`src/rtl/sar_seq_pkg.sv`:
```
`timescale 1ns/1ps
package sar_seq_pkg;

  typedef enum logic [1:0] {
    PH_IDLE   = 2'd0,
    PH_SETTLE = 2'd1,
    PH_TRIAL  = 2'd2
  } phase_e;

  // Width of the shared cycle counter covering both the settle and the trial lengths.
  function automatic int cnt_width(int settle_cyc, int trial_cyc);
    int m;
    m = (settle_cyc > trial_cyc) ? settle_cyc : trial_cyc;
    return (m <= 2) ? 1 : $clog2(m);
  endfunction

  // Total busy cycles of one conversion.
  function automatic int conv_cycles(int data_w, int settle_cyc, int trial_cyc);
    return settle_cyc + data_w * trial_cyc;
  endfunction

endpackage

```
`src/rtl/sar_seq_timer.sv`:
```
`timescale 1ns/1ps
module sar_seq_timer
  import sar_seq_pkg::*;
#(
  parameter int DATA_W     = 8,
  parameter int SETTLE_CYC = 5,
  parameter int TRIAL_CYC  = 4,
  parameter int CNT_W      = 3,
  parameter int BIT_W      = 3
) (
  input  logic             clk,
  input  logic             rst_n,
  input  logic             launch_i,
  input  logic             abort_i,
  output logic             busy_o,
  output logic             trial_on_o,
  output logic [BIT_W-1:0] trial_bit_o,
  output logic             sample_o,
  output logic             last_o
);

  localparam logic [CNT_W-1:0] SETTLE_END = CNT_W'(SETTLE_CYC - 1);
  localparam logic [CNT_W-1:0] TRIAL_END  = CNT_W'(TRIAL_CYC - 1);
  localparam logic [BIT_W-1:0] BIT_TOP    = BIT_W'(DATA_W - 1);

  phase_e           ph_q;
  logic [CNT_W-1:0] cnt_q;
  logic [BIT_W-1:0] bit_q;

  always_ff @(posedge clk or negedge rst_n) begin
    if (!rst_n) begin
      ph_q  <= PH_IDLE;
      cnt_q <= '0;
      bit_q <= '0;
    end else if (abort_i) begin
      ph_q  <= PH_IDLE;
      cnt_q <= '0;
    end else begin
      case (ph_q)
        PH_IDLE: begin
          if (launch_i) begin
            ph_q  <= PH_SETTLE;
            cnt_q <= '0;
          end
        end
        PH_SETTLE: begin
          if (cnt_q == SETTLE_END) begin
            ph_q  <= PH_TRIAL;
            cnt_q <= '0;
            bit_q <= BIT_TOP;
          end else begin
            cnt_q <= cnt_q + CNT_W'(1);
          end
        end
        PH_TRIAL: begin
          if (cnt_q == TRIAL_END) begin
            cnt_q <= '0;
            if (bit_q == '0) ph_q <= PH_IDLE;
            else             bit_q <= bit_q - BIT_W'(1);
          end else begin
            cnt_q <= cnt_q + CNT_W'(1);
          end
        end
        default: ph_q <= PH_IDLE;
      endcase
    end
  end

  assign busy_o      = (ph_q != PH_IDLE);
  assign trial_on_o  = (ph_q == PH_TRIAL);
  assign trial_bit_o = bit_q;
  assign sample_o    = trial_on_o && (cnt_q == TRIAL_END);
  assign last_o      = sample_o && (bit_q == '0);

endmodule

```
`src/rtl/sar_seq_sar.sv`:
```
`timescale 1ns/1ps
module sar_seq_sar #(
  parameter int DATA_W = 8,
  parameter int BIT_W  = 3
) (
  input  logic              clk,
  input  logic              rst_n,
  input  logic              launch_i,
  input  logic              abort_i,
  input  logic              busy_i,
  input  logic              trial_on_i,
  input  logic [BIT_W-1:0]  trial_bit_i,
  input  logic              sample_i,
  input  logic              last_i,
  input  logic              cmp_i,
  output logic [DATA_W-1:0] dac_code_o,
  output logic [DATA_W-1:0] result_o,
  output logic              done_o
);

  logic [DATA_W-1:0] acc_q;
  logic [DATA_W-1:0] res_q;
  logic [DATA_W-1:0] trial_mask;

  // One-hot mask of the bit under trial.
  for (genvar i = 0; i < DATA_W; i++) begin : g_mask
    assign trial_mask[i] = trial_on_i && (trial_bit_i == BIT_W'(i));
  end

  assign done_o = last_i && !abort_i;

  always_ff @(posedge clk or negedge rst_n) begin
    if (!rst_n) begin
      acc_q <= '0;
    end else if (abort_i || launch_i) begin
      acc_q <= '0;
    end else if (sample_i) begin
      acc_q[trial_bit_i] <= cmp_i;
    end
  end

  always_ff @(posedge clk or negedge rst_n) begin
    if (!rst_n)      res_q <= '0;
    else if (done_o) res_q <= {acc_q[DATA_W-1:1], cmp_i};
  end

  assign dac_code_o = busy_i ? (acc_q | trial_mask) : '0;
  assign result_o   = res_q;

endmodule

```
`src/rtl/sar_seq_rdmux.sv`:
```
`timescale 1ns/1ps
module sar_seq_rdmux #(
  parameter int DATA_W = 8,
  parameter int SEL_W  = 3
) (
  input  logic              rd_en_i,
  input  logic              show_result_i,
  input  logic [DATA_W-1:0] result_i,
  input  logic [SEL_W-1:0]  sel_id_i,
  output logic [DATA_W-1:0] bus_o,
  output logic              bus_oe_o
);

  logic [DATA_W-1:0] sel_ext;

  assign sel_ext  = DATA_W'(sel_id_i);
  assign bus_oe_o = rd_en_i;

  always_comb begin
    if (!rd_en_i)          bus_o = '0;
    else if (show_result_i) bus_o = result_i;
    else                    bus_o = sel_ext;
  end

endmodule

```
`src/rtl/sar_seq_top.sv`:
```
`timescale 1ns/1ps
module sar_seq_top #(
  parameter int DATA_W     = 8,
  parameter int SETTLE_CYC = 5,
  parameter int TRIAL_CYC  = 4,
  parameter int SEL_W      = 3
) (
  input  logic              clk,
  input  logic              rst_n,
  input  logic              stby_i,
  input  logic              start_i,
  input  logic              cmp_i,
  input  logic              rd_en_i,
  input  logic [SEL_W-1:0]  sel_id_i,
  output logic [DATA_W-1:0] dac_code_o,
  output logic              status_o,
  output logic [DATA_W-1:0] bus_o,
  output logic              bus_oe_o
);

  localparam int BIT_W = (DATA_W <= 2) ? 1 : $clog2(DATA_W);
  localparam int CNT_W = sar_seq_pkg::cnt_width(SETTLE_CYC, TRIAL_CYC);

  logic             start_fall_q;
  logic             launch_w;
  logic             busy_w;
  logic             trial_on_w;
  logic [BIT_W-1:0] trial_bit_w;
  logic             sample_w;
  logic             last_w;
  logic             done_w;
  logic [DATA_W-1:0] result_w;

  // Start request captured on the falling clock edge.
  always_ff @(negedge clk or negedge rst_n) begin
    if (!rst_n) start_fall_q <= 1'b0;
    else        start_fall_q <= start_i;
  end

  assign launch_w = start_fall_q && !busy_w && !stby_i;
  assign status_o = !busy_w || stby_i;

  sar_seq_timer #(
    .DATA_W(DATA_W), .SETTLE_CYC(SETTLE_CYC), .TRIAL_CYC(TRIAL_CYC),
    .CNT_W(CNT_W), .BIT_W(BIT_W)
  ) timer_i (
    .clk(clk), .rst_n(rst_n), .launch_i(launch_w), .abort_i(stby_i),
    .busy_o(busy_w), .trial_on_o(trial_on_w), .trial_bit_o(trial_bit_w),
    .sample_o(sample_w), .last_o(last_w)
  );

  sar_seq_sar #(.DATA_W(DATA_W), .BIT_W(BIT_W)) sar_i (
    .clk(clk), .rst_n(rst_n), .launch_i(launch_w), .abort_i(stby_i),
    .busy_i(busy_w), .trial_on_i(trial_on_w), .trial_bit_i(trial_bit_w),
    .sample_i(sample_w), .last_i(last_w), .cmp_i(cmp_i),
    .dac_code_o(dac_code_o), .result_o(result_w), .done_o(done_w)
  );

  sar_seq_rdmux #(.DATA_W(DATA_W), .SEL_W(SEL_W)) rdmux_i (
    .rd_en_i(rd_en_i), .show_result_i(status_o), .result_i(result_w),
    .sel_id_i(sel_id_i), .bus_o(bus_o), .bus_oe_o(bus_oe_o)
  );

endmodule

```
`config.mk`:
```
export PLATFORM = sky130hd
export DESIGN_NAME = sar_seq_top
export DESIGN_NICKNAME = d
export VERILOG_FILES = /design/src/rtl/sar_seq_pkg.sv /design/src/rtl/sar_seq_timer.sv /design/src/rtl/sar_seq_sar.sv /design/src/rtl/sar_seq_rdmux.sv /design/src/rtl/sar_seq_top.sv
export SDC_FILE = /design/constraint.sdc
export NUM_CORES = 1
export LEC_CHECK = 0
export ABC_AREA = 1
export BUFFER_PORTS_ARGS = -buffer_cell sky130_fd_sc_hd__buf_2
export CORE_ASPECT_RATIO = 1.5
export CORE_MARGIN = 2
export CORE_UTILIZATION = 56
export DETAILED_ROUTE_END_ITERATION = 6
export PLACE_DENSITY = 0.84
export SYNTH_ARGS = -nofsm -noshare
export SYNTH_HDL_FRONTEND = slang
export SYNTH_SLANG_ARGS = --single-unit
export TNS_END_PERCENT = 5
```
`constraint.sdc`:
```
create_clock -name clk -period 1.55 [get_ports clk]
set_input_delay 0.0775 -clock clk [delete_from_list [all_inputs] [get_ports clk]]
set_output_delay 0.0775 -clock clk [all_outputs]
set_load 0.02 [all_outputs]
```
==> run summary, run 1 <==
The clock passes through at most 2 buffers. Of the cells placed in the final design, the portion with a size suffix greater than 1 is 0.286. The via total after detailed routing is roughly 1600. The post-layout worst setup margin is -281 ps. The final reports fail on setup timing. The library cells used most frequently in the layout, excluding fill and tap cells, are nand2_1, inv_1, nor2_1.

The cell at the root of the clock tree is clkbuf_8. The number of setup buffers added after CTS is 0. The vertical die dimension came out at just over 70 um. The number of global-route vias before repair is ~1500.

In this run the remaining antenna-violating nets after routing total 0. The TritonCTS buffer count came out at 3. The number of hold violations in the final report came out at 0.

The max-cap check violation count came out at 0. The clock reaches the later pin of the worst-skew pair after between 200 and 300 ps. The internal portion of total power is roughly 1.5 mW. Power spread over the standard cell area amounts to roughly 1300 nW/um^2. The share of total power in combinational logic came out at 0.545. The area fraction of the dominant cell type after synthesis came out at 0.341. The initial antenna violation count came out at 0.

The fraction of power consumed by the clock network came out at 0.148. The average cell area after synthesis came out at between 7 and 8 sq um. The number of warnings printed during yosys synthesis is 0.

Of the total power, the share spent switching nets is 0.462. The worst setup path is launched from a register. The relative slew slack came out at 0.725. The number of distinct library cells after synthesis came out at 22. The residual overflow from global routing came out at 0. The width of the die came out at around 50 um.

The routed wirelength normalized by instance count came out at between 10 and 15 um. Before antenna repair, the detailed router went through 4 iterations. The area growth from synthesis to layout is 21.1%. For this run, the total global-route usage over all layers was measured as 0.238. The gate count of the mapped netlist is 244. The kind of critical path is register to register. For the final routed database, the setup TNS stands at -3790 ps. The final worst hold slack is 85.5 ps.

Setup repair after global routing could not meet its margin everywhere. The final estimated routing congestion in global placement came out at 0.828. The number of port buffers is 26. The cell accounting for the most synthesized area is dfrtp_1. In the post-synthesis netlist, the biggest area contributors are dfrtp_1, nand2_1, ha_1. The required time of the critical path came out at between 1500 and 2000 ps. The kind of end point of the critical path is a register. The maximum number of pins on one net before global-route repair came out at 25.

The run finished, with violations left. The utilization after layout is 0.726. The standard cell core area is 2940 sq um. The wire length of the first global-routing pass is between 6000 and 7000 um. The number of setup violations in the final report is 24.

The final total power is 2.70 mW. Summed over all nets, the switching power comes to 1.25 mW. After synthesis the netlist holds a flip-flop and latch count of 25. The tightest min-delay check is of the primary input to register type. The clock slew seen by the registers of the worst setup and hold paths came out at ~90 ps.

The slew at the pin closest to its max-slew limit came out at roughly 400 ps. The number of nets in the finished design is 303. The leakage power summed over all cells came out at approximately 1.1 nW. The total wirelength of the detailed-routed design came out at around 3900 um. The worst vdd rail ir drop came out at 1.34 mV. The initial DRC count came out at between 60 and 70. The DRC violations left came out at 0. For this design the top-level I/O count stands at 27. The number of cell rows came out at 24. The max-slew violation count came out at 0. The CTS tree is built. The portion of the post-synthesis area used by sequential elements is 0.355. CTS saw 25 sinks. The endpoint arrival time on the critical path is 2060 ps.

For this configuration, the core starts out at a cell density of 0.599. The setup skew after layout came out at around 9.5 ps. Detailed placement finished with a half-perimeter wire length of around 3000 um.

The area of the die came out at 3620 sq um. The sequential group share of total power is 0.307. The library cell used most frequently in the layout, excluding fill and tap cells, is nand2_1. The H-tree level count is 1.

The total nets after synthesis is 266. The number of fillers in the final layout is 244. The mapped netlist covers about 1800 sq um. The number of antenna cells inserted came out at 0. The largest fanout of any net on the critical path is 7. The detail-routed via count per cell came out at around 5.0.
cell type report:
cell class	instances	area, sq um	share of cell area
Inverter	43	171	0.0803
Clock inverter	1	5.00	0.00234
Timing Repair Buffer	39	267	0.125
Multi-Input combinational cell	169	977	0.458
Sequential cell	25	626	0.293
Tap cell	39	48.8	0.0228
Clock buffer	3	41.3	0.0193
cell families after synthesis:
family,share of synthesized area
AOI/OAI and AO/OA,0.114
buffers and inverters,0.129
adders and majority gates,0.0923
and+or+nand+nor,0.309
DFF,0.355
cells in the mapped netlist:
master   count
o21ai_1      2
buf_6        3
o21ai_2      8
nand3_4      2
nand2_1     66
a21oi_4      1
buf_4        3
dfrtp_1     24
nor2_4       2
nor3_1       1
inv_2        2
or2_2        1
inv_1       39
a21oi_1      9
nand2_2      3
ha_1        13
nand3_1     21
buf_2        1
dfrtn_1      1
nor2_1      28
inv_4        2
o21ai_0     12
final timing paths:
kind | slack (ps) | to | from | cells after the start
max in group asynchronous | 650 | start_fall_q | rst_n | 2
setup / recovery | -280 | sar_i.acc_q[3] | start_fall_q | 5
hold / removal | 90 | sar_i.result_o[0] | cmp_i | 3
setup reg to reg | -280 | sar_i.acc_q[3] | start_fall_q | 5
min in group asynchronous | 350 | timer_i.cnt_q[0] | rst_n | 3
hold reg to reg | 490 | sar_i.result_o[4] | sar_i.result_o[4] | 2
power groups by stage:
stage | clock network [mW] | registers (mW) | logic (mW)
finish | 0.400 | 0.828 | 1.47
global route | 0.437 | 0.842 | 1.63
detailed placement | 0 | 0.834 | 1.28
floorplan | 0 | 0.812 | 0.944
CTS | 0.403 | 0.827 | 1.35
global placement | 0 | 0.829 | 1.25
state kept, by name, indices dropped and copies added (netlist names):
signal and count:
timer_i.ph_q 2, sar_i.acc_q 8, sar_i.result_o 8, timer_i.trial_bit_o 3, timer_i.cnt_q 3, start_fall_q 1
layer usage:
metal / track usage / part of all wire
met5: 0 / 0
met4: 0.133 / 0.031
met1: 0.259 / 0.40
met2: 0.439 / 0.53
met3: 0.0307 / 0.036
per-stage QoR:
step                      instances  worst slack (ps)  cell area (sq um)
after floorplan                 244              -144               1770
after global placement          314              -207               1970
after detailed placement        314              -253               1970
after CTS                       319              -239               2080
after global routing            319              -342               2140
final                           319              -281               2140
critical path, cell delays in order (launching register included):
cell     delay [ps]
dfrtn_1         400
a21oi_4         240
nand2_2         150
nand3_1         100
nand2_1          70
inv_1            50
repair_timing:
item,CTS,global route
setup endpoints to repair,38,31
pin swaps,2,2
gates resized for setup,25,16
hold buffers,1,0
hold endpoints to repair,24,0
Note: power is estimated with default switching activity, not from simulation.
==> run 2, diff against run 1 <==
Settings changed: SETUP_SLACK_MARGIN set to 0.4.
==> run 2 against run 1 <==
Net effect: the run still ends with setup timing left; sequential power rose by 1%; cell count fell by 0.31%; clock power shrank 3%; largest cell class unchanged; largest power group unchanged.
==> run summary, run 2 (synthesis gave the netlist of run 1 again) <==
The maximum clock insertion buffer count came out at 2 (unchanged). The detail-routed via count per cell is 5.22 (was 5.03). The residual overflow from global routing is 0 (unchanged).

The switching portion of total power is 0.470 (was 0.462). The initial DRC count came to 61 (was 65). The initial antenna violation count is 0 (unchanged). The maximum cell stage delay along the critical path came out at 400 ps (about the same).

The TritonCTS buffer count came to 3 (unchanged). CP cell instances: a21oi_4, inv_2, o21ai_1, nand2_1, inv_1 (was a21oi_4, nand2_2, nand3_1, nand2_1, inv_1). The cell at the root of the clock tree is clkbuf_8 (unchanged).

The leakage power summed over all cells came out at 1.07 nW (was 1.06 nW). The number of port buffers came out at 26 (unchanged). Setup repair after global routing missed its margin: true (unchanged).

Run status: finished, violations left (unchanged). The number of routed nets with antenna violations came out at 0 (unchanged). Most used cells in the layout excluding fill and tap cells: nand2_1, inv_1, dfrtp_1 (was nand2_1, inv_1, nor2_1).

The worst path buffer plus inverter count is 2 (was 1). The worst hold-check path type is primary input to register (unchanged). The fraction of layout instances using a drive strength above 1 is 0.351 (was 0.286).

The share of total power in combinational logic was 0.549 (was 0.545). The area overhead of the layout relative to synthesis is 24.8% (was 21.1%). The kind of cell adding the most delay to the critical path is compound AO/OA/AOI/OAI gates (was flip-flops). The required time of the critical path was 1760 ps (was 1780 ps). The largest fanout of any net on the critical path came out at 5 (was 7). The width of the die is 49.8 um (unchanged).

The standard cell core area is 2940 sq um (unchanged). The utilization after layout came out at 0.748 (was 0.726). The vertical die dimension came out at 72.7 um (unchanged). The setup skew after layout is 11.9 ps (was 9.52 ps). The number of global-route vias before repair came out at 1567 (was 1529).

The total negative slack for setup checks is -4760 ps (was -3790 ps). The via total after detailed routing is 1661 (was 1606). The initial standard-cell utilization of the core is 0.599 (unchanged). The commonest non-fill, non-tap cell in the layout is nand2_1 (unchanged). The post-layout worst setup margin came out at -339 ps (was -281 ps). Failing checks: setup timing (unchanged).

The maximum number of pins on one net before global-route repair is 25 (unchanged). The DRC violations left was 0 (unchanged). The number of nets in the finished design is 302 (was 303). The final total power is 2.72 mW (was 2.70 mW). The power dissipated by switching net loads came out at 1.28 mW (was 1.25 mW). The final estimated routing congestion in global placement is 0.885 (was 0.828). The CTS tree was built (unchanged).

The max-cap check violation count was 0 (unchanged). The combined global-route utilization of all metal layers came to 0.233 (was 0.238). The slowest cell on the critical path is dfrtn_1 (unchanged). The kind of end point of the critical path is a register (unchanged).

The total wirelength of the detailed-routed design was 4080 um (was 3920 um). The kind of start point of the critical path is a register (unchanged). The area of the die came out at 3620 sq um (unchanged). The number of hold violations in the final report came to 0 (unchanged). The power density relative to cell area came to 1240 nW/um^2 (was 1260 nW/um^2). The number of fillers in the final layout came out at 235 (was 244).

The worst setup slack before clock tree synthesis is -256 ps (was -253 ps). The placed standard-cell area was 1960 sq um (was 1970 sq um). The endpoint arrival time on the critical path came out at 2100 ps (was 2060 ps).

The number of setup violations in the final report is 28 (was 24). The fraction of power consumed by the clock network is 0.143 (was 0.148). The wire length of the first global-routing pass came out at 6620 um (was 6600 um). The clock slew seen by the registers of the worst setup and hold paths came out at 90 ps (about the same).

The worst vdd rail ir drop came out at 1.05 mV (was 1.34 mV). The total number of clock tree sinks is 25 (unchanged). The number of top-level design ports is 27 (unchanged). The slew at the pin closest to its max-slew limit is 431 ps (was 412 ps). The clock network latency to the later pin of the worst-skew pair is 270 ps (was 280 ps). The max-slew violation count came out at 0 (unchanged). The H-tree level count came to 1 (unchanged). The number of iterations in the first detailed-routing pass was 6 (was 4).

The post-layout instance area is 2200 sq um (was 2140 sq um). The routed wirelength normalized by instance count is 12.8 um (was 12.3 um). The relative slew slack came out at 0.713 (was 0.725). The number of cell rows came out at 24 (unchanged). The kind of critical path is register to register (unchanged). The sequential group share of total power is 0.308 (was 0.307). The internal portion of total power is 1.44 mW (was 1.45 mW). The number of antenna cells inserted was 0 (unchanged). The detailed-placement wirelength estimate came to 2860 um (was 2920 um).
-- run 2: stage by stage --
stage	std cells	hold WS, ps
floorplan	244	-218
global placement	312	128
detailed placement	312	140
CTS	317	110
global route	318	121
finish	318	121
-- run 2: cell type report --
cell class	count	area, sq um	area share
Sequential cell	25	626	0.284
Clock buffer	4	45.0	0.0205
Inverter	43	171	0.0779
Timing Repair Buffer	38	277	0.126
Multi-Input combinational cell	169	1030	0.470
Tap cell	39	48.8	0.0222
-- run 2: worst min-delay path, delay by kind of cell --
family / cells / cell delay (ps)
AO/OA/AOI/OAI: 1 / 60
buffers and inverters: 2 / 220
-- run 2: metal layers --
| metal | vias to the layer above | GRT usage | wire, um |
|---|---|---|---|
| met5 | - | 0 | 0 |
| li1 | 820 | - | - |
| met3 | 14 | 0.0205 | 171 |
| met2 | 56 | 0.455 | 2270 |
| met4 | 0 | 0.102 | 110 |
| met1 | 771 | 0.248 | 1530 |
-- run 2: final timing paths --
check / from / end / slack (ps) / cells past startpoint
max: start_fall_q / sar_i.acc_q[7] / -340 / 5
min in group asynchronous: rst_n / timer_i.cnt_q[0] / 360 / 3
max in group asynchronous: rst_n / start_fall_q / 640 / 2
max reg2reg: start_fall_q / sar_i.acc_q[7] / -340 / 5
min reg2reg: sar_i.result_o[0] / sar_i.result_o[0] / 490 / 2
min: cmp_i / sar_i.result_o[0] / 120 / 3
-- run 2: power groups by stage --
stage	Sequential [mW]	Combinational (mW)	Clock, mW
floorplan	0.812	0.944	0
global placement	0.826	1.24	0
detailed placement	0.831	1.27	0
CTS	0.831	1.37	0.395
global route	0.844	1.67	0.421
finish	0.838	1.49	0.389
-- run 2: repair_timing --
action                                  4_1_cts  5_1_grt
setup buffers                                 0        1
pin swaps                                     7       13
endpoints found under the hold margin        24        0
gates cloned                                  0        0
endpoints found under the setup margin       41       41
hold buffers                                  1        0
gates resized for setup                      37       31
